[config.mk]
export PLATFORM = sky130hd
export DESIGN_NAME = trap_seq
export DESIGN_NICKNAME = d
export VERILOG_FILES = /design/src/rtl/trap_seq_pkg.sv /design/src/rtl/trap_seq_capture.sv /design/src/rtl/trap_seq_addr.sv /design/src/rtl/trap_seq_fsm.sv /design/src/rtl/trap_seq.sv
export SDC_FILE = /design/constraint.sdc
export NUM_CORES = 1
export LEC_CHECK = 0
export BUFFER_PORTS_ARGS = -buffer_cell sky130_fd_sc_hd__buf_2
export CAP_MARGIN = 20
export CORE_MARGIN = 2
export CORE_UTILIZATION = 47
export CTS_CLUSTER_SIZE = 8
export DETAILED_ROUTE_END_ITERATION = 10
export GPL_ROUTABILITY_DRIVEN = 0
export PLACE_DENSITY = 0.8
export REMOVE_ABC_BUFFERS = 1
export SYNTH_ARGS = -nofsm -noshare
export SYNTH_HDL_FRONTEND = slang
export SYNTH_SLANG_ARGS = --single-unit
[constraint.sdc]
create_clock -name clk -period 1.75 [get_ports clk]
set_input_delay 0.175 -clock clk [delete_from_list [all_inputs] [get_ports clk]]
set_output_delay 0.175 -clock clk [all_outputs]
set_load 0.005 [all_outputs]
[src/rtl/trap_seq_pkg.sv]
package trap_seq_pkg;

  // Sequencer states; ST_RET is the single-cycle return load.
  typedef enum logic [2:0] {
    ST_IDLE   = 3'd0,
    ST_FETCH  = 3'd1,
    ST_COMMIT = 3'd2,
    ST_DONE   = 3'd3,
    ST_RET    = 3'd4
  } seq_state_e;

endpackage

[src/rtl/trap_seq_capture.sv]
module trap_seq_capture #(
  parameter int W = 16
) (
  input  logic         clk,
  input  logic         rst_n,
  input  logic         en,
  input  logic [W-1:0] d,
  output logic [W-1:0] q
);

  always_ff @(posedge clk) begin
    if (!rst_n)  q <= '0;
    else if (en) q <= d;
  end

endmodule

[src/rtl/trap_seq_addr.sv]
module trap_seq_addr #(
  parameter int          XLEN       = 16,
  parameter int          VEC_W      = 8,
  parameter int unsigned TABLE_BASE = 0
) (
  input  logic [VEC_W-1:0] vec_i,
  output logic [XLEN-1:0]  addr_o
);

  localparam logic [XLEN-1:0] BASE_V = XLEN'(TABLE_BASE);

  // Zero-extend the service number and offset it into the entry table.
  function automatic logic [XLEN-1:0] form_addr(input logic [VEC_W-1:0] v);
    logic [XLEN-1:0] ext;
    ext = {{(XLEN-VEC_W){1'b0}}, v};
    return BASE_V + ext;
  endfunction

  assign addr_o = form_addr(vec_i);

endmodule

[src/rtl/trap_seq_fsm.sv]
module trap_seq_fsm
  import trap_seq_pkg::*;
(
  input  logic       clk,
  input  logic       rst_n,
  input  logic       start_i,
  input  logic       ret_i,
  input  logic       mem_rdy_i,
  output seq_state_e state_o,
  output logic       trap_go_o,
  output logic       ret_go_o,
  output logic       fetch_ok_o
);

  seq_state_e state_q, state_d;

  // Start has priority over return; both are only heard in idle.
  assign trap_go_o  = (state_q == ST_IDLE) && start_i;
  assign ret_go_o   = (state_q == ST_IDLE) && ret_i && !start_i;
  assign fetch_ok_o = (state_q == ST_FETCH) && mem_rdy_i;

  always_comb begin
    state_d = state_q;
    unique case (state_q)
      ST_IDLE: begin
        if (trap_go_o)     state_d = ST_FETCH;
        else if (ret_go_o) state_d = ST_RET;
      end
      ST_FETCH:  if (fetch_ok_o) state_d = ST_COMMIT;
      ST_COMMIT: state_d = ST_DONE;
      ST_DONE:   state_d = ST_IDLE;
      ST_RET:    state_d = ST_IDLE;
      default:   state_d = ST_IDLE;
    endcase
  end

  always_ff @(posedge clk) begin
    if (!rst_n) state_q <= ST_IDLE;
    else        state_q <= state_d;
  end

  assign state_o = state_q;


  commit_to_done_chk: assert property (@(posedge clk) disable iff (!rst_n)
    (state_q == ST_COMMIT) |=> (state_q == ST_DONE));


  busy_ignores_start_chk: assert property (@(posedge clk) disable iff (!rst_n)
    (state_q == ST_FETCH && !mem_rdy_i && start_i) |=> (state_q == ST_FETCH));

endmodule

[src/rtl/trap_seq.sv]
module trap_seq
  import trap_seq_pkg::*;
#(
  parameter int          XLEN       = 16,
  parameter int          VEC_W      = 8,
  parameter int          RF_AW      = 3,
  parameter int          LINK_REG   = 7,
  parameter int unsigned TABLE_BASE = 0
) (
  input  logic             clk,
  input  logic             rst_n,
  input  logic             start_i,
  input  logic             ret_i,
  input  logic [VEC_W-1:0] vector_i,
  input  logic [XLEN-1:0]  pc_i,
  input  logic [XLEN-1:0]  link_i,
  output logic             mem_req_o,
  output logic [XLEN-1:0]  mem_addr_o,
  input  logic             mem_rdy_i,
  input  logic [XLEN-1:0]  mem_data_i,
  output logic             rf_we_o,
  output logic [RF_AW-1:0] rf_waddr_o,
  output logic [XLEN-1:0]  rf_wdata_o,
  output logic             pc_ld_o,
  output logic [XLEN-1:0]  pc_val_o,
  output logic             busy_o,
  output logic             done_o
);

  localparam logic [RF_AW-1:0] LINK_IDX = RF_AW'(LINK_REG);
  localparam longint unsigned  WIN_LO   = longint'(TABLE_BASE);
  localparam longint unsigned  WIN_HI   = WIN_LO + (longint'(1) << VEC_W);

  seq_state_e       state;
  logic             trap_go, ret_go, fetch_ok;
  logic [VEC_W-1:0] vec_q;
  logic [XLEN-1:0]  ret_addr_q, entry_q, link_q, tbl_addr;

  trap_seq_fsm u_fsm (
    .clk        (clk),
    .rst_n      (rst_n),
    .start_i    (start_i),
    .ret_i      (ret_i),
    .mem_rdy_i  (mem_rdy_i),
    .state_o    (state),
    .trap_go_o  (trap_go),
    .ret_go_o   (ret_go),
    .fetch_ok_o (fetch_ok)
  );

  trap_seq_capture #(.W(VEC_W)) u_vec_reg (
    .clk(clk), .rst_n(rst_n), .en(trap_go), .d(vector_i), .q(vec_q)
  );

  trap_seq_capture #(.W(XLEN)) u_ret_reg (
    .clk(clk), .rst_n(rst_n), .en(trap_go), .d(pc_i), .q(ret_addr_q)
  );

  trap_seq_capture #(.W(XLEN)) u_entry_reg (
    .clk(clk), .rst_n(rst_n), .en(fetch_ok), .d(mem_data_i), .q(entry_q)
  );

  trap_seq_capture #(.W(XLEN)) u_link_reg (
    .clk(clk), .rst_n(rst_n), .en(ret_go), .d(link_i), .q(link_q)
  );

  trap_seq_addr #(.XLEN(XLEN), .VEC_W(VEC_W), .TABLE_BASE(TABLE_BASE)) u_addr (
    .vec_i  (vec_q),
    .addr_o (tbl_addr)
  );

  assign mem_req_o  = (state == ST_FETCH);
  assign mem_addr_o = tbl_addr;
  assign rf_we_o    = (state == ST_COMMIT);
  assign rf_waddr_o = LINK_IDX;
  assign rf_wdata_o = ret_addr_q;
  assign pc_ld_o    = (state == ST_COMMIT) || (state == ST_RET);
  assign pc_val_o   = (state == ST_RET) ? link_q : entry_q;
  assign busy_o     = (state != ST_IDLE);
  assign done_o     = (state == ST_DONE);


  stall_holds_req_chk: assert property (@(posedge clk) disable iff (!rst_n)
    (mem_req_o && !mem_rdy_i) |=> (mem_req_o && $stable(mem_addr_o) && !rf_we_o && !pc_ld_o));


  commit_after_read_chk: assert property (@(posedge clk) disable iff (!rst_n)
    (mem_req_o && mem_rdy_i) |=> (rf_we_o && pc_ld_o && pc_val_o == $past(mem_data_i)));


  done_then_idle_chk: assert property (@(posedge clk) disable iff (!rst_n)
    rf_we_o |=> (done_o && !pc_ld_o) ##1 (!busy_o && !done_o));


  ret_loads_link_chk: assert property (@(posedge clk) disable iff (!rst_n)
    (!busy_o && ret_i && !start_i) |=>
      (pc_ld_o && pc_val_o == $past(link_i) && !mem_req_o && !rf_we_o && !done_o));


  start_raises_req_chk: assert property (@(posedge clk) disable iff (!rst_n)
    (!busy_o && start_i) |=> mem_req_o);


  addr_window_chk: assert property (@(posedge clk) disable iff (!rst_n)
    mem_req_o |-> (longint'(mem_addr_o) >= WIN_LO && longint'(mem_addr_o) < WIN_HI));


  reset_quiet_chk: assert property (@(posedge clk)
    !rst_n |=> (!busy_o && !mem_req_o && !rf_we_o && !pc_ld_o && !done_o));

endmodule

# After elaboration in Yosys (flattened, before gate mapping)
# Index checks and enable logic that the tools add are counted.
dict set report word_totals {
  register_bits 59
  inputBits 61
  out_inout_bits 56
}
dict set report classes {
  eq_ne 6
  mux 5
  n_reduce_logical 9
}
# cell count
set ops {}
lappend ops {{$mux 16} 1}
lappend ops {{$mux 3} 3}
lappend ops {{$pmux 3 s3} 1}
lappend ops {{$eq 3x2->1 const B} 2}
lappend ops {{$logic_and 1x1->1} 4}
lappend ops {{$eq 3x1->1 const B} 1}
lappend ops {{$eq 3x3->1 const B} 1}
lappend ops {{$logic_not 3->1} 1}
lappend ops {{$ne 3x3->1 const B} 1}
lappend ops {{$reduce_bool 3->1} 1}
lappend ops {{$ne 2x1->1 const B} 1}
lappend ops {{$reduce_and 2->1} 1}
lappend ops {{$logic_not 1->1} 1}
lappend ops {{$logic_or 1x1->1} 1}

# Longest topological paths before layout
dict set report depth {
  word_depth 6
  mapped_depth 6
}

# Cells and area by module
# A second synthesis with hierarchy kept.
dict set report hier_totals {
  cells_unflattened 239
  hier_area_um2 2705.1
}
# module instances cells_per_inst area_each_um2
set modules_own_cells {}
lappend modules_own_cells {{trap_seq_capture (u_entry_reg ...)} 3 51 615.6}
lappend modules_own_cells {{trap_seq_capture (u_vec_reg)} 1 25 301.5}
lappend modules_own_cells {trap_seq 1 28 285.3}
lappend modules_own_cells {trap_seq_fsm 1 16 147.6}
lappend modules_own_cells {trap_seq_addr 1 17 123.9}

# Least setup slack after synthesis
# Ideal clock, no wire load.
dict set report synth_timing {
  path_type {register -> output}
  startpoint {reg u_fsm.state_q[1] (netlist: u_fsm.state_o[1])}
  endpoint {out pc_val_o[10]}
  arrival_ps 1453
  slack_ps 122
  path_stages_with_launch 5
  path_buffers 2
  path_cell_list {dfxtp_1 > buf_2 > nor3b_2 > buf_4 > mux2_2}
}
dict set report synth_between {
  elab_chain_len 2
}
# element line_no
set synth_rtl {}
lappend synth_rtl {{start, declared} trap_seq_fsm.sv:15} ;# seq_state_e state_q, state_d;
lappend synth_rtl {{start signal, assigned} trap_seq_fsm.sv:39} ;# else state_q <= state_d;
lappend synth_rtl {{$eq 3x3->1} trap_seq.sv:78} ;# assign pc_val_o = (state == ST_RET) ? link_q : entry_q;
lappend synth_rtl {{$mux 16} trap_seq.sv:78}
lappend synth_rtl {{end, declared} trap_seq.sv:25} ;# output logic [XLEN-1:0] pc_val_o,
# Every way passes these cells.

# Worst setup path in the final report
# Ends and elaborated chain as after synthesis.

==> flow_summary.toml <==
[logic_synthesis]
synth-xor-area-share = 0
synth_top_family_by_area = "simple AND/OR/NAND/NOR gates"
ys_warn_count = 0
synth_cells = 299
synth_mux_area_frac = 0.1347
synth.avg_cell_area_sq_um = 8.700
synth_compound_area_frac = 0.09428
ys_ff_latch = 59
synthAdderAreaFrac = 0
yosysSeqAreaShare = 0.4541
synth_simple_gate_area_frac = 0.2261
synthesis.area_sq_um = 2601
ys_types = 25

[grt]
grt_max_degree = 51
grt_first_pass_wirelength_um = 9963
grt_pass1_vias = 2213
grt-ovfl-total = 0
antenna_found_initial = 0
grt_usage = 0.2118

[worst_setup_path]
cpMostUsedCell = "buf_6"
crit_type = "flip-flop to output pin"
cp-start-kind = "flip-flop"
cp_num_buf_inv = 2
cp_max_fo = 6
timing.rr.start = "u_fsm.state_o[1]"
slowest_stage = "dfxtp_2"
end_kind = "output pin"
crit_required_ns = 1.57
startpoint = "u_fsm.state_o[1]"
cp_top_family = "flip-flops"
worst_ep_arrival_time_ns = 1.57
max_stage_delay_ns = 0.34
cp_cell_sequence = "nor3b_4, buf_6, mux2_4, buf_6"

[sta]
finalSetupViolCount = 0
fmax_ghz = 0.5739
clock-skew-final_ns = 0.006902
hold_violations = 0
fin_crit_ns = 1.742
maxSlewViolCount = 0
rsz0062_at_grt = "yes"
min_period_over_period = 0.9957
holdWs_ns = 0.05569

[floorplan]
die_h_um = 78.40
rows = 27
die-area_sq_um = 6146
core_area_sq_um = 5439
start_util = 0.4783
die_w_um = 78.40
io_pins = 117

[routing]
wl_per_cell_um = 12.69
vias = 2315
ant_nets = 0
drt_wl_total_um = 6105
viasPerCell = 4.813
route.detailed.drc = 0
drtPass1Iterations = 4
drt_iter0_drc = 77

[status]
status = "complete, no violations"

[min_path]
min-delay-start = "vector_i[4]"
hold_path_class = "primary input to flip-flop"

[layout]
layout.nets = 465
drive_above_1_share = 0.4010
register_area_sq_um = 1185
multi_input_area_sq_um = 1326
synthToLayoutAreaGrowth_pct = 39.01
diodes = 0
fin_area_sq_um = 3616
nFillCells = 463
final_util = 0.6648

[place]
io_buffer_count = 105
hpwl_um = 4151
placed_cell_area_sq_um = 3202

[clock_tree]
worstSkewPairLatency_ns = 0.33
cts_buffers = 9
clk_root_buffer_cell = "clkbuf_8"
clockBufferDepth = 2
cts_htree_levels = 3
cts_tree = "built"
clock_sinks = 59
path_clk_slew_ns = 0.07

[power_and_ir_drop]
cellPowerDensity_nw_per_um2 = 908.6
power_w = 0.003286
max-vdd-ir-drop_uv = 588.3
power.leakage_nw = 1.614

[flow_run]
maxCapViolCount = 0
[flip-flops by register name, summed over array words and instances, names as in the netlist]
name	flops
u_fsm.state_o	3
u_vec_reg.q	8
u_ret_reg.q	16
u_entry_reg.q	16
u_link_reg.q	16
[cells in the mapped netlist]
master,instances,area (sq um)
nor3b_1,3,22.52
dfxtp_1,59,1181
buf_6,3,33.78
and2_1,1,6.260
nor2b_1,1,6.260
or3_4,1,11.26
nor3_1,1,5.000
nor3b_2,2,25.02
nand3_1,24,120.1
mux2i_1,17,170.2
or2_2,1,6.260
buf_12,1,20.02
nand2_1,88,330.3
o21ai_0,25,125.1
a21boi_0,14,105.1
mux2_2,16,180.2
clkbuf_1,16,60.06
conb_1,2,7.510
buf_4,12,90.09
nand4bb_1,1,11.26
buf_2,5,25.02
nor4bb_1,2,20.02
a21boi_1,2,15.01
nor4b_2,1,15.01
and3b_1,1,8.760
[logic make-up after synthesis]
group,count (synthesis)
multiplexers,33
AO/OA/AOI/OAI,41
other,2
AND/OR/NAND/NOR,127
flip-flops,59
buffers and inverters,37
[per-layer routing]
layer  wire length (um)  share of wire  vias up  global-route usage
met2               2872           0.47       90              0.3353
met4                124          0.020        0              0.1158
met1               2626           0.43     1033              0.2569
li1                   -              -     1183                   -
met3                482          0.079        9             0.06552
met5                  0              0        -                   0
[report_power, final]
part           switching, W  internal (W)  leakage, nW
logic              0.000245      0.000274         1.02
clock network      0.000522      0.000769        0.108
registers         0.0000453       0.00143        0.483
total              0.000812       0.00247         1.61
[tightest hold or removal path, delay by kind of cell]
kind / cells / cell delay (ns)
and+or+nand+nor: 1 / 0.05
buffers and inverters: 1 / 0.07
AOI/OAI and AO/OA: 1 / 0.06
[path summary, 6_finish.rpt]
check	cells past startpoint	slack, ns	to
worst max-delay path	4	0.008	pc_val_o[10]
worst min-delay path	3	0.06	u_vec_reg.q[4]
worst max register to register	5	0.16	u_link_reg.q[5]
worst min register to register	2	0.45	u_entry_reg.q[13]
[stage by stage]
step	worst slack [ns]	instances	TNS (ns)
floorplan	-0.8833	271	-32.27
global placement	0.3794	463	0
detailed placement	0.3103	463	0
CTS	-0.02570	482	-0.2989
global route	-0.06334	481	-0.7567
finish	0.007562	481	0
[layout make-up]
type / instances / area share
clock buffers: 12 / 0.04567
multi-input cells: 212 / 0.3668
flip-flops and latches: 59 / 0.3277
repair buffers: 122 / 0.2218
well taps: 72 / 0.02491
clock inverters: 4 / 0.01315
[cells in the final DEF (no fill, tap or decap), types with 2 or more instances in the layout]
master | netlist | final
dfxtp_2 | 0 | 3
nor3b_4 | 0 | 2
buf_4 | 12 | 11
mux2_4 | 0 | 16
nand3_1 | 24 | 24
buf_2 | 5 | 89
buf_6 | 3 | 19
conb_1 | 2 | 11
nor3b_1 | 3 | 2
mux2i_1 | 17 | 17
clkinv_2 | 0 | 2
a21boi_0 | 14 | 14
nand2_1 | 88 | 88
clkbuf_8 | 0 | 12
a21boi_1 | 2 | 2
dfxtp_1 | 59 | 56
o21ai_0 | 25 | 25
buf_12 | 1 | 3
[timing repair]
action                                  in CTS  in global routing
hold buffers                                 0                  0
endpoints found under the setup margin      10                 17
buffers inserted                             2                  0
pin swaps                                    1                  0
resized for setup                           33                  8
gates cloned                                 1                  0
No activity file was read; power rests on OpenSTA's default activity.
